### src/rtl/nib_rot_pkg.sv
package nib_rot_pkg;

  localparam int BYTE_W = 8;
  localparam int NIB_W  = BYTE_W / 2;

  // flag byte bit positions (decoded by the surrounding core)
  localparam int FLG_S = 7;
  localparam int FLG_Z = 6;
  localparam int FLG_H = 4;
  localparam int FLG_P = 2;
  localparam int FLG_N = 1;
  localparam int FLG_C = 0;

  typedef enum logic [2:0] {
    ST_IDLE,
    ST_READ,
    ST_MERGE,
    ST_WRITE,
    ST_FINISH
  } seq_state_t;

  typedef enum logic {
    ROT_RIGHT = 1'b0,
    ROT_LEFT  = 1'b1
  } rot_dir_t;

  typedef struct packed {
    logic [BYTE_W-1:0] mem;
    logic [BYTE_W-1:0] acc;
  } rot_pair_t;

  // moves one digit along the accumulator-low / memory-high / memory-low chain
  function automatic rot_pair_t rotate_digits(rot_dir_t dir,
                                              logic [BYTE_W-1:0] m,
                                              logic [BYTE_W-1:0] a);
    rot_pair_t r;
    if (dir == ROT_LEFT) begin
      r.mem = {m[NIB_W-1:0], a[NIB_W-1:0]};
      r.acc = {a[BYTE_W-1:NIB_W], m[BYTE_W-1:NIB_W]};
    end else begin
      r.mem = {a[NIB_W-1:0], m[BYTE_W-1:NIB_W]};
      r.acc = {a[BYTE_W-1:NIB_W], m[NIB_W-1:0]};
    end
    return r;
  endfunction

  function automatic logic [BYTE_W-1:0] digit_flags(logic [BYTE_W-1:0] acc,
                                                    logic [BYTE_W-1:0] old);
    logic [BYTE_W-1:0] f;
    f        = '0;
    f[FLG_S] = acc[BYTE_W-1];
    f[FLG_Z] = (acc == '0);
    f[FLG_H] = 1'b0;
    f[FLG_P] = ~^acc;
    f[FLG_N] = 1'b0;
    f[FLG_C] = old[FLG_C];
    return f;
  endfunction

endpackage

### src/rtl/nib_rot_seq.sv
module nib_rot_seq
  import nib_rot_pkg::*;
(
  input  logic clk,
  input  logic rst_n,
  input  logic start_i,
  input  logic mem_ready_i,
  output logic mem_req_o,
  output logic mem_we_o,
  output logic busy_o,
  output logic done_o,
  output logic ev_accept_o,
  output logic ev_rd_ack_o,
  output logic ev_merge_o,
  output logic ev_wr_ack_o
);

  seq_state_t state_q, state_d;

  assign ev_accept_o = (state_q == ST_IDLE)  && start_i;
  assign ev_rd_ack_o = (state_q == ST_READ)  && mem_ready_i;
  assign ev_merge_o  = (state_q == ST_MERGE);
  assign ev_wr_ack_o = (state_q == ST_WRITE) && mem_ready_i;

  always_comb begin
    state_d = state_q;
    unique case (state_q)
      ST_IDLE:   if (start_i)     state_d = ST_READ;
      ST_READ:   if (mem_ready_i) state_d = ST_MERGE;
      ST_MERGE:                   state_d = ST_WRITE;
      ST_WRITE:  if (mem_ready_i) state_d = ST_FINISH;
      ST_FINISH:                  state_d = ST_IDLE;
      default:                    state_d = ST_IDLE;
    endcase
  end

  always_ff @(posedge clk or negedge rst_n) begin
    if (!rst_n) state_q <= ST_IDLE;
    else        state_q <= state_d;
  end

  assign mem_req_o = (state_q == ST_READ) || (state_q == ST_WRITE);
  assign mem_we_o  = (state_q == ST_WRITE);
  assign busy_o    = (state_q != ST_IDLE);
  assign done_o    = (state_q == ST_FINISH);

endmodule

### src/rtl/nib_rot_dp.sv
module nib_rot_dp
  import nib_rot_pkg::*;
#(
  parameter int ADDR_W = 16
) (
  input  logic              clk,
  input  logic              rst_n,
  input  logic              ev_accept_i,
  input  logic              ev_rd_ack_i,
  input  logic              ev_merge_i,
  input  logic              ev_wr_ack_i,
  input  logic              rot_left_i,
  input  logic [BYTE_W-1:0] acc_i,
  input  logic [BYTE_W-1:0] flags_i,
  input  logic [ADDR_W-1:0] ptr_i,
  input  logic [BYTE_W-1:0] mem_rdata_i,
  output logic [ADDR_W-1:0] mem_addr_o,
  output logic [BYTE_W-1:0] mem_wdata_o,
  output logic [BYTE_W-1:0] acc_o,
  output logic [BYTE_W-1:0] flags_o
);

  rot_dir_t          dir_q;
  logic [BYTE_W-1:0] acc_q, flg_q, rd_q;
  logic [ADDR_W-1:0] ptr_q;
  logic [BYTE_W-1:0] res_byte_q, res_acc_q, res_flg_q;
  logic [BYTE_W-1:0] acc_out_q, flg_out_q;
  rot_pair_t         pair;

  assign pair = rotate_digits(dir_q, rd_q, acc_q);

  // operands captured with the accepted start
  always_ff @(posedge clk or negedge rst_n) begin
    if (!rst_n) begin
      dir_q <= ROT_RIGHT;
      acc_q <= '0;
      flg_q <= '0;
      ptr_q <= '0;
    end else if (ev_accept_i) begin
      dir_q <= rot_dir_t'(rot_left_i);
      acc_q <= acc_i;
      flg_q <= flags_i;
      ptr_q <= ptr_i;
    end
  end

  always_ff @(posedge clk or negedge rst_n) begin
    if (!rst_n)           rd_q <= '0;
    else if (ev_rd_ack_i) rd_q <= mem_rdata_i;
  end

  always_ff @(posedge clk or negedge rst_n) begin
    if (!rst_n) begin
      res_byte_q <= '0;
      res_acc_q  <= '0;
      res_flg_q  <= '0;
    end else if (ev_merge_i) begin
      res_byte_q <= pair.mem;
      res_acc_q  <= pair.acc;
      res_flg_q  <= digit_flags(pair.acc, flg_q);
    end
  end

  always_ff @(posedge clk or negedge rst_n) begin
    if (!rst_n) begin
      acc_out_q <= '0;
      flg_out_q <= '0;
    end else if (ev_wr_ack_i) begin
      acc_out_q <= res_acc_q;
      flg_out_q <= res_flg_q;
    end
  end

  assign mem_addr_o  = ptr_q;
  assign mem_wdata_o = res_byte_q;
  assign acc_o       = acc_out_q;
  assign flags_o     = flg_out_q;

endmodule

### src/rtl/nib_rot_unit.sv
module nib_rot_unit
  import nib_rot_pkg::*;
#(
  parameter int ADDR_W = 16
) (
  input  logic              clk,
  input  logic              rst_n,
  input  logic              start_i,
  input  logic              rot_left_i,
  input  logic [7:0]        acc_i,
  input  logic [7:0]        flags_i,
  input  logic [ADDR_W-1:0] ptr_i,
  output logic              mem_req_o,
  output logic              mem_we_o,
  output logic [ADDR_W-1:0] mem_addr_o,
  output logic [7:0]        mem_wdata_o,
  input  logic [7:0]        mem_rdata_i,
  input  logic              mem_ready_i,
  output logic [7:0]        acc_o,
  output logic [7:0]        flags_o,
  output logic              busy_o,
  output logic              done_o
);

  logic ev_accept, ev_rd_ack, ev_merge, ev_wr_ack;

  nib_rot_seq u_seq (
    .clk         (clk),
    .rst_n       (rst_n),
    .start_i     (start_i),
    .mem_ready_i (mem_ready_i),
    .mem_req_o   (mem_req_o),
    .mem_we_o    (mem_we_o),
    .busy_o      (busy_o),
    .done_o      (done_o),
    .ev_accept_o (ev_accept),
    .ev_rd_ack_o (ev_rd_ack),
    .ev_merge_o  (ev_merge),
    .ev_wr_ack_o (ev_wr_ack)
  );

  nib_rot_dp #(.ADDR_W(ADDR_W)) u_dp (
    .clk         (clk),
    .rst_n       (rst_n),
    .ev_accept_i (ev_accept),
    .ev_rd_ack_i (ev_rd_ack),
    .ev_merge_i  (ev_merge),
    .ev_wr_ack_i (ev_wr_ack),
    .rot_left_i  (rot_left_i),
    .acc_i       (acc_i),
    .flags_i     (flags_i),
    .ptr_i       (ptr_i),
    .mem_rdata_i (mem_rdata_i),
    .mem_addr_o  (mem_addr_o),
    .mem_wdata_o (mem_wdata_o),
    .acc_o       (acc_o),
    .flags_o     (flags_o)
  );

endmodule

### config.mk
export PLATFORM = sky130hd
export DESIGN_NAME = nib_rot_unit
export DESIGN_NICKNAME = d
export VERILOG_FILES = /design/src/rtl/nib_rot_pkg.sv /design/src/rtl/nib_rot_seq.sv /design/src/rtl/nib_rot_dp.sv /design/src/rtl/nib_rot_unit.sv
export SDC_FILE = /design/constraint.sdc
export NUM_CORES = 1
export LEC_CHECK = 0
export ABC_AREA = 1
export BUFFER_PORTS_ARGS = -buffer_cell sky130_fd_sc_hd__buf_4
export CAP_MARGIN = 20
export CORE_MARGIN = 2
export CORE_UTILIZATION = 40
export CTS_BUF_LIST = sky130_fd_sc_hd__clkbuf_2 sky130_fd_sc_hd__clkbuf_4 sky130_fd_sc_hd__clkbuf_8
export DETAILED_ROUTE_END_ITERATION = 7
export PLACE_DENSITY = 0.7
export SLEW_MARGIN = 20
export SYNTH_ARGS = -nofsm -noshare
export SYNTH_HDL_FRONTEND = slang
export SYNTH_SLANG_ARGS = --single-unit
export TNS_END_PERCENT = 50
### constraint.sdc
create_clock -name clk -period 1.49 [get_ports clk]
set_clock_uncertainty 0.1 [all_clocks]
set_input_delay 0.2235 -clock clk [delete_from_list [all_inputs] [get_ports clk]]
set_output_delay 0.2235 -clock clk [all_outputs]
set_load 0.1 [all_outputs]
==> metrics.md, run 1 <==
| Metric | Value |
|---|---|
| HP Class | primary input to register |
| Routed wire length | 6420 µm |
| Synth top area cells | dfrtp_1 (56%), nand2_1 (16%), inv_1 (5.4%) |
| Global-route wire length before repair | 10,400 µm |
| CTS tree | done |
| Net count, final | 487 |
| Multi-input logic area | 0.00107 mm² |
| Synth Area in Adders | 1.68% |
| Total clock sinks | 67 |
| Remaining antenna violation count | 0 |
| Max Freq | 0.625 GHz |
| Drc violations | 0 |
| Pre-CTS setup slack | -0.156 ns |
| Die Height | 90.2 µm |
| Clock H-tree levels | 3 |
| Die area | 0.00814 mm² |
| Period minus WS final | 1.60 ns |
| Synth async-reset ratio | 100% |
| CTS root buf | clkbuf_8 |
| Synth warn | 0 |
| Initial antenna violation count | 0 |
| Dominant cell type by area after synthesis | dfrtp_1 |
| PortBufs | 77 |
| Worst setup margin | -0.110 ns |
| Final Max Tran Viols | 0 |
| FILL cells | 694 |
| Core Util, Final | 57.0% |
| Mux cell area share after synthesis | 0% |
| Hold_ws | 0.0204 ns |
| Register Area | 0.00168 mm² |
| WP data required | 1.17 ns |
| Main synth FF type | dfrtp_1 |
| Syn-to-layout area delta | 38.4% |
| Post-synthesis compound-gate area fraction | 10.6% |
| Via Count | 2,432 |
| Avg Cell Area, Syn | 8.72 µm² |
| Largest net degree at the start of global routing | 68 |
| Initial cell density of the core | 41.2% |
| Layout cells sized above 1 | 33.0% |
| Failing checks | negative setup slack |
| DRT iter0 DRCs | 81 |
| Vias per cell | 4.49 |
| Grt ovf | 0 |
| Crit. End Element | output pin |
| Placer Congestion | 0.788 |
| RSZ-0062 raised after global routing | true |
| Max clock buf depth | 2 |
| Largest family of logic cells by synthesized area | simple AND/OR/NAND/NOR gates |
| Final HPWL DP | 4300 µm |
| Crit share post-route | 107% |
| Setup tns final | -0.816 ns |
| Worst-path clk slew | 0.07 ns |
| XOR/XNOR share of the synthesized area | 0% |
| Mapped Area | 0.00297 mm² |
| DR pass1 iterations | 4 |
| I/O Pins | 89 |
| Worst-path fanout max | 3 |
| Drt wl/cell | 11.8 µm |
| GRT Util Overall | 15.7% |
| Rows | 31 |
| Status | finished, violations left |
| Synth cell types | 25 |
| ANT cells | 0 |
| Core ar. | 0.00721 mm² |
| CTS Buf Count | 9 |
| Flops & latches, synth | 67 |
| Post-synthesis cell count | 341 |
| Critical path arrival | 1.28 ns |
| Number of global-route vias before repair | 2,456 |
| Final setup viols | 24 |
| Post-synth top cells | nand2_1 (129), dfrtp_1 (67), inv_1 (43) |
| Number of synthesized flops with an enable pin | 0 |
| Final count of hold timing violations | 0 |
| Worst Setup Start Kind | register |
| Max Cap Viol | 0 |
| Synth top area share | 56.4% |
| Clock latency on the worst-skew pair | 0.34 ns |
| Sequential fraction of the synthesis area | 56.4% |
| Worst setup path class | register to output pin |
| Die W | 90.2 µm |
| Count leader, synth | nand2_1 |
| Post-synthesis simple-gate area fraction | 20.9% |
## flip-flops by register name, indices dropped and copies added, names as in the netlist, 8 cells and up
name and count:
u_dp.acc_q 8, u_dp.mem_addr_o 16, u_dp.rd_q 8, u_dp.mem_wdata_o 8, u_dp.res_acc_q 8, u_dp.acc_o 8
## worst paths after layout
check,startpoint,to,slack [ns],cells after the start
worst max-delay path,u_seq.state_q[2],mem_we_o,-0.11,4
worst min-delay path,ptr_i[2],u_dp.mem_addr_o[2],0.02,3
worst max register to register,u_dp.dir_q,u_dp.res_flg_q[2],-0.08,9
worst min register to register,u_dp.res_acc_q[4],u_dp.acc_o[4],0.37,2
max in group asynchronous,rst_n,u_dp.dir_q,0.68,3
min in group asynchronous,rst_n,u_seq.state_q[0],0.32,3
## layout by cell type, fill, tap and decap left out, types with 2 or more instances in the layout
| cell | instances |
|---|---|
| o21ai_0 | 4 |
| o211ai_1 | 4 |
| nor2_1 | 8 |
| clkinv_2 | 2 |
| ha_4 | 2 |
| dfrtp_2 | 3 |
| dfrtp_1 | 64 |
| nand3_2 | 2 |
| nor2_4 | 3 |
| buf_4 | 91 |
| inv_2 | 4 |
| a21oi_1 | 8 |
| inv_1 | 42 |
| clkbuf_8 | 12 |
| buf_6 | 2 |
| o21ai_4 | 2 |
| nand2_4 | 2 |
| o21ai_1 | 27 |
| buf_12 | 6 |
| nand3_1 | 2 |
| o21ai_2 | 10 |
| nand2_1 | 129 |
| ha_1 | 2 |
| conb_1 | 4 |
## layer usage
layer	up-vias	share of wire [%]	track usage [%]
li1	1231	-	-
met1	1123	43	18.6
met2	66	49	26.4
met3	12	5.4	4.53
met4	0	2.5	7.56
met5	-	0	0
## metrics by stage
step	cells	cell area [µm²]
after global routing	542	4120
after floorplan	344	3000
after CTS	537	4020
after global placement	517	3730
after detailed placement	517	3730
final	542	4120
## area by class of cell
type                       count  share of cell area (%)
timing repair buffer         100                    20.3
clock buffer                  12                    4.01
inverter                      47                    4.59
clock inverter                 4                    1.16
sequential                    67                    40.8
multi-input combinational    213                    26.1
tap                           99                    3.01
## kinds of logic (layout without fill, tap and decap cells)
| group | Yosys count | count (layout) |
|---|---|---|
| AND/OR/NAND/NOR | 149 | 150 |
| flip-flops | 67 | 67 |
| buffers and inverters | 65 | 163 |
| AO/OA/AOI/OAI | 55 | 55 |
| adder cells (fa/ha/maj) | 4 | 4 |
| other | 1 | 4 |
## critical path, cell delays in order (launching register included)
cell and delay, ns:
dfrtp_2 0.45, nor2_4 0.18, nand2_4 0.10, clkinv_8 0.06, buf_12 0.16
## what timing repair did
item,in CTS,in global routing
resized for setup,19,11
hold buffers,1,0
setup buffers,3,4
endpoints found under the hold margin,67,0
cloned,0,1
endpoints found under the setup margin,5,15
pin swaps,2,14
Power of run 1 is left out: the tool's default activity adds up to more than one toggle a clock period on the data nets, which glitch-free logic cannot reach.
==> run 2: changes to the inputs <==
--- a/config.mk
+++ b/config.mk
@@ -9,10 +9,10 @@
 export BUFFER_PORTS_ARGS = -buffer_cell sky130_fd_sc_hd__buf_4
 export CAP_MARGIN = 20
 export CORE_MARGIN = 2
-export CORE_UTILIZATION = 40
+export CORE_UTILIZATION = 44
 export CTS_BUF_LIST = sky130_fd_sc_hd__clkbuf_2 sky130_fd_sc_hd__clkbuf_4 sky130_fd_sc_hd__clkbuf_8
 export DETAILED_ROUTE_END_ITERATION = 7
-export PLACE_DENSITY = 0.7
+export PLACE_DENSITY = 0.76
 export SLEW_MARGIN = 20
 export SYNTH_ARGS = -nofsm -noshare
 export SYNTH_HDL_FRONTEND = slang
==> run 2 against run 1 <==
Compared with the run above:
- the flow still finishes with violations (negative setup slack)
- sequential cell count stayed put
- count of clock-buffer cells in the layout decreased by 2
- setup slack improved by 0.022 ns
- first-iteration DRC count up 86%
- routed wire length down 2.0%
- sequential share of layout area increased by 0.12 points
- critical path depth unchanged
- register-to-register slack about the same
- final cell count is 3.9% lower
- largest cell class unchanged
- highest routed layer unchanged
==> metrics.md, run 2 (synthesized netlist as in run 1, its figures left out) <==
| Metric | Value |
|---|---|
| GRT Util Overall | 18.0% (+2.3 points) |
| CTS tree | done |
| Die W | 86.2 µm (-4.5%) |
| Status | finished, violations left |
| Syn-to-layout area delta | 38.0% |
| Number of global-route vias before repair | 2,308 (-6.0%) |
| Max reg flops | 16 (unchanged) |
| Largest net degree at the start of global routing | 68 (unchanged) |
| Commonest non-fill, non-tap cell in the layout | nand2_1 |
| Die Height | 86.2 µm (-4.5%) |
| Rows | 29 (-6.5%) |
| DRT iter0 DRCs | 151 (+86%) |
| Final Max Tran Viols | 0 (unchanged) |
| Failing checks | negative setup slack |
| Max clock buf depth | 2 (unchanged) |
| ANT cells | 0 (unchanged) |
| Total clock sinks | 67 (unchanged) |
| CTS Buf Count | 9 (unchanged) |
| Critical-path top delay cell | dfrtp_2 |
| Worst-path fanout max | 3 (unchanged) |
| Net count, final | 489 (+0.41%) |
| Initial antenna violation count | 0 (unchanged) |
| Vias per cell | 4.60 (+2.4%) |
| Worst setup path class | register to output pin |
| DR pass1 iterations | 4 (unchanged) |
| Die area | 0.00743 mm² (-8.7%) |
| Critical path arrival | 1.25 ns (-0.03 ns) |
| Final setup viols | 5 (-79%) |
| RR Endpoint | u_dp.res_flg_q[2] |
| Reg2Reg Depth | 9 (unchanged) |
| WP data required | 1.17 ns (about the same) |
| R2R Path Start | u_dp.dir_q |
| Placer Congestion | 0.861 (+9.3%) |
| Max Cap Viol | 0 (unchanged) |
| Clock H-tree levels | 3 (unchanged) |
| Period minus WS final | 1.58 ns (-0.0224 ns) |
| Setup tns final | -0.335 ns (+0.481 ns) |
| Crit share post-route | 106% (-1.5 points) |
| Final HPWL DP | 4240 µm (-1.4%) |
| Final count of hold timing violations | 0 (unchanged) |
| Core ar. | 0.00646 mm² (-10%) |
| Initial cell density of the core | 46.0% (+4.8 points) |
| Most frequent cells in the layout | nand2_1 (126), buf_4 (94), dfrtp_1 (64) |
| Global-route wire length before repair | 10,300 µm (-0.73%) |
| Crit. End Element | output pin |
| RSZ-0062 raised after global routing | true |
| CTS root buf | clkbuf_8 |
| Via Count | 2,394 (-1.6%) |
| HP Class | primary input to register |
| Layout cells sized above 1 | 34.0% (+1.1 points) |
| Placed cell count | 496 (-4.1%) |
| Remaining antenna violation count | 0 (unchanged) |
| Routed wire length | 6290 µm (-2.0%) |
| Worst setup margin | -0.0880 ns (+0.0224 ns) |
| Top delay family on crit path | flip-flops |
| Reg2reg setup slack | -0.08 ns (about the same) |
| Worst Setup Start Kind | register |
| Worst-path clk slew | 0.07 ns (about the same) |
| Max Freq | 0.634 GHz (+1.4%) |
| Crit-path cells | nor2_4 -> nand2_4 -> clkinv_8 -> buf_12 |
| I/O Pins | 89 (unchanged) |
| Worst setup startpoint | u_seq.state_q[2] |
| Grt ovf | 0 (unchanged) |
| Drc violations | 0 (unchanged) |
| CP endpoint | mem_we_o |
| Buf+Inv Stages, Crit Path | 2 (unchanged) |
| Non-Filler Instances | 521 (-3.9%) |
| PortBufs | 77 (unchanged) |
| Worst path depth | 4 (unchanged) |
| Drt wl/cell | 12.1 µm (+2.0%) |
| Clock latency on the worst-skew pair | 0.34 ns (about the same) |
| Slowest stage delay, CP | 0.45 ns (about the same) |
-- run 2: per-layer routing --
layer,wire length (µm),vias up,GRT usage [%]
met2,3070,68,28.5
met5,0,-,0
met3,356,13,4.86
li1,-,1238,-
met1,2740,1075,23.2
met4,132,0,8.52
-- run 2: worst reg2reg max path, cell delays in order, from the launching register on --
cell	delay [ns]
dfrtp_2	0.48
buf_6	0.16
o21ai_4	0.15
ha_4	0.23
inv_2	0.06
nand2_1	0.05
nand2_1	0.07
nand2_1	0.05
nand3_1	0.07
nand2_1	0.05
-- run 2: layout make-up --
| cell class | count | area [µm²] |
|---|---|---|
| Clock buffer | 10 | 138 |
| Sequential cell | 67 | 1680 |
| Multi-Input combinational cell | 213 | 1080 |
| Tap cell | 77 | 96.3 |
| Fill cell | 563 | 2360 |
| Clock inverter | 5 | 77.6 |
| Inverter | 47 | 191 |
| Timing Repair Buffer | 102 | 838 |
-- run 2: how the worst min path moves through the flow --
| stage | startpoint | endpoint | cells after the start |
|---|---|---|---|
| floorplan | rst_n | u_dp.acc_o[0] | 0 |
| global placement | rst_n | u_dp.acc_o[7] | 2 |
| detailed placement | rst_n | u_dp.flags_o[0] | 2 |
| CTS | flags_i[0] | u_dp.flg_q[0] | 3 |
| global route | flags_i[0] | u_dp.flg_q[0] | 3 |
| finish | flags_i[0] | u_dp.flg_q[0] | 3 |
-- run 2: per-stage QoR --
step | hold slack, ns | worst slack, ns | cell area (µm²) | utilization [%]
final | 0.0228 | -0.0880 | 4100 | 63.5
after global routing | 0.00669 | -0.207 | 4100 | 63.5
after CTS | 0.00704 | -0.0991 | 3980 | 61.6
after detailed placement | 0.154 | -0.187 | 3680 | 57.0
after global placement | 0.153 | -0.109 | 3680 | 57.0
after floorplan | -0.172 | -0.370 | 3000 | -
-- run 2: repair_timing --
action / CTS / global route
pin swaps: 4 / 6
hold buffers: 1 / 0
buffers inserted: 3 / 5
gates resized for setup: 19 / 18
cloned: 0 / 1
setup endpoints to repair: 5 / 14
hold endpoints to repair: 67 / 0
Power of run 2 is left out for the same reason.
==> run 3: changes to the inputs <==
--- a/config.mk
+++ b/config.mk
@@ -6,13 +6,13 @@
 export NUM_CORES = 1
 export LEC_CHECK = 0
 export ABC_AREA = 1
-export BUFFER_PORTS_ARGS = -buffer_cell sky130_fd_sc_hd__buf_4
 export CAP_MARGIN = 20
 export CORE_MARGIN = 2
 export CORE_UTILIZATION = 44
 export CTS_BUF_LIST = sky130_fd_sc_hd__clkbuf_2 sky130_fd_sc_hd__clkbuf_4 sky130_fd_sc_hd__clkbuf_8
 export DETAILED_ROUTE_END_ITERATION = 7
-export PLACE_DENSITY = 0.76
+export DONT_BUFFER_PORTS = 1
+export PLACE_DENSITY = 0.64
 export SLEW_MARGIN = 20
 export SYNTH_ARGS = -nofsm -noshare
 export SYNTH_HDL_FRONTEND = slang
==> run 3 against run 2 <==
Compared with the run above:
- the flow finishes with violations (negative hold slack, negative setup slack)
- routed wire length rose by 6.7%
- die area did not move
- sequential cell count did not move
- non-clock buffer count fell by 3
- setup slack got worse by 0.0019 ns
- global-route usage rose by 1.2 points
- utilization rose by 1.3 points
- via count rose by 1.7%
- sequential share of layout area fell by 0.78 points
- register-to-register slack improved by 0.05 ns
- final cell count fell by 0.58%
- count of clock-buffer cells in the layout rose by 2
- critical endpoint unchanged
- highest routed layer unchanged
==> metrics.md, run 3 (synthesized netlist as in run 1, its figures left out) <==
| Metric | Value |
|---|---|
| Status | finished, violations left |
| Failing checks | negative hold slack, negative setup slack |
| PortBufs | 0 (-100%) |
| CTS Buf Count | 9 (unchanged) |
| Clock H-tree levels | 3 (unchanged) |
| FILL cells | 555 (-1.4%) |
| HP Class | primary input to async pin |
| Routed wire length | 6720 µm (+6.7%) |
| Grt ovf | 0 (unchanged) |
| Global-route wire length before repair | 11,000 µm (+6.8%) |
| Grt peak-use layer | met2 |
| GRT Util Overall | 19.2% (+1.2 points) |
| Clock latency on the worst-skew pair | 0.33 ns (about the same) |
| Vias per cell | 4.70 (+2.3%) |
| Worst setup path class | register to output pin |
| Number of global-route vias before repair | 2,420 (+4.9%) |
| RR Endpoint | u_dp.res_flg_q[2] |
| Net count, final | 486 (-0.61%) |
| Final Max Tran Viols | 0 (unchanged) |
| M2 GR Usage | 31.9% (+3.4 points) |
| CTS root buf | clkbuf_8 |
| Worst Setup Start Kind | register |
| Period minus WS final | 1.58 ns (+0.00195 ns) |
| Die W | 86.2 µm (unchanged) |
| Reg2Reg Depth | 9 (unchanged) |
| Final setup viols | 6 (+1) |
| Syn-to-layout area delta | 40.8% |
| Placer Congestion | 0.794 (-7.8%) |
| Drc violations | 0 (unchanged) |
| Worst-path clk slew | 0.07 ns (about the same) |
| Global routing met3 resource utilization | 4.76% (-0.095 points) |
| Drt wl/cell | 13.0 µm (+7.3%) |
| Crit share post-route | 106% (+0.13 points) |
| Die Height | 86.2 µm (unchanged) |
| Initial antenna violation count | 0 (unchanged) |
| Worst setup margin | -0.0899 ns (-0.00195 ns) |
| Max clock buf depth | 2 (unchanged) |
| Multi-input logic area | 0.00113 mm² (+4.3%) |
| Post-CTS Hold Buffers | 35 (+34) |
| Max reg flops | 16 (unchanged) |
| Register Area | 0.00168 mm² (about the same) |
| Most frequent cells in the layout | nand2_1 (121), dfrtp_1 (63), buf_4 (54) |
| Total clock sinks | 67 (unchanged) |
| DR pass1 iterations | 4 (unchanged) |
| Max Freq | 0.633 GHz (-0.12%) |
| Critical path arrival | 1.26 ns (about the same) |
| Via Count | 2,434 (+1.7%) |
| CTS tree | done |
| Reg2reg setup slack | -0.03 ns (+0.05 ns) |
| I/O Pins | 89 (unchanged) |
| DRT iter0 DRCs | 90 (-40%) |
| Initial cell density of the core | 46.0% (unchanged) |
| Die area | 0.00743 mm² (unchanged) |
| Final Instance Area | 0.00419 mm² (+2.0%) |
| Core ar. | 0.00646 mm² (unchanged) |
| Crit. End Element | output pin |
| Largest net degree at the start of global routing | 68 (unchanged) |
| Instance area at placement | 0.00342 mm² (-7.0%) |
| Commonest non-fill, non-tap cell in the layout | nand2_1 |
| R2R Path Start | u_dp.dir_q |
| Worst-path fanout max | 3 (unchanged) |
| ANT cells | 0 (unchanged) |
| Rows | 29 (unchanged) |
| Setup tns final | -0.305 ns (+0.0299 ns) |
| Hold_ws | -0.523 ns (-0.546 ns) |
| Final count of hold timing violations | 67 (+67) |
| RSZ-0062 raised after global routing | true |
| Remaining antenna violation count | 0 (unchanged) |
| Max Cap Viol | 0 (unchanged) |
| WP data required | 1.17 ns (about the same) |
| Final HPWL DP | 4050 µm (-4.6%) |
| Layout cells sized above 1 | 27.4% (-6.6 points) |
| Met1 usage in global routing | 23.2% (+0.034 points) |
-- run 3: worst max-delay path by stage --
| stage | cells after the start | start | end |
|---|---|---|---|
| after floorplan | 8 | u_seq.state_q[0] | u_dp.acc_o[0] |
| after global placement | 8 | u_dp.dir_q | u_dp.res_flg_q[2] |
| after detailed placement | 8 | u_dp.dir_q | u_dp.res_flg_q[2] |
| after CTS | 2 | u_seq.state_q[2] | mem_req_o |
| after global routing | 5 | u_seq.state_q[0] | mem_we_o |
| final | 4 | u_seq.state_q[2] | mem_we_o |
-- run 3: what timing repair did --
action | in CTS | in global routing
pin swaps | 7 | 11
endpoints found under the hold margin | 104 | 67
resized for setup | 24 | 17
cloned | 0 | 1
setup endpoints to repair | 5 | 23
setup buffers | 8 | 4
-- run 3: per-layer routing --
layer	up-vias	share of wire (%)
met3	11	4.6
met4	0	1.6
met1	1125	42
met2	66	52
met5	-	0
li1	1232	-
-- run 3: layout make-up --
class | count | area share, %
Clock buffer | 12 | 3.65
Multi-Input combinational cell | 213 | 26.9
Clock inverter | 3 | 0.359
Sequential cell | 67 | 40.2
Timing Repair Buffer | 99 | 22.0
Inverter | 47 | 4.57
Tap cell | 77 | 2.30
-- run 3: through the flow --
stage | setup slack, ns | util, % | std cells
floorplan | -0.370 | - | 344
global placement | -0.138 | 53.0 | 455
detailed placement | -0.215 | 53.0 | 455
CTS | -0.119 | 63.4 | 513
global route | -0.143 | 64.8 | 518
finish | -0.0899 | 64.8 | 518
-- run 3: critical path, stage by stage (launching register included) --
cell and delay (ns):
dfrtp_2 0.45, nor2_4 0.16, nand2_4 0.09, clkinv_8 0.06
buf_12 0.16
Power of run 3 is left out for the same reason.
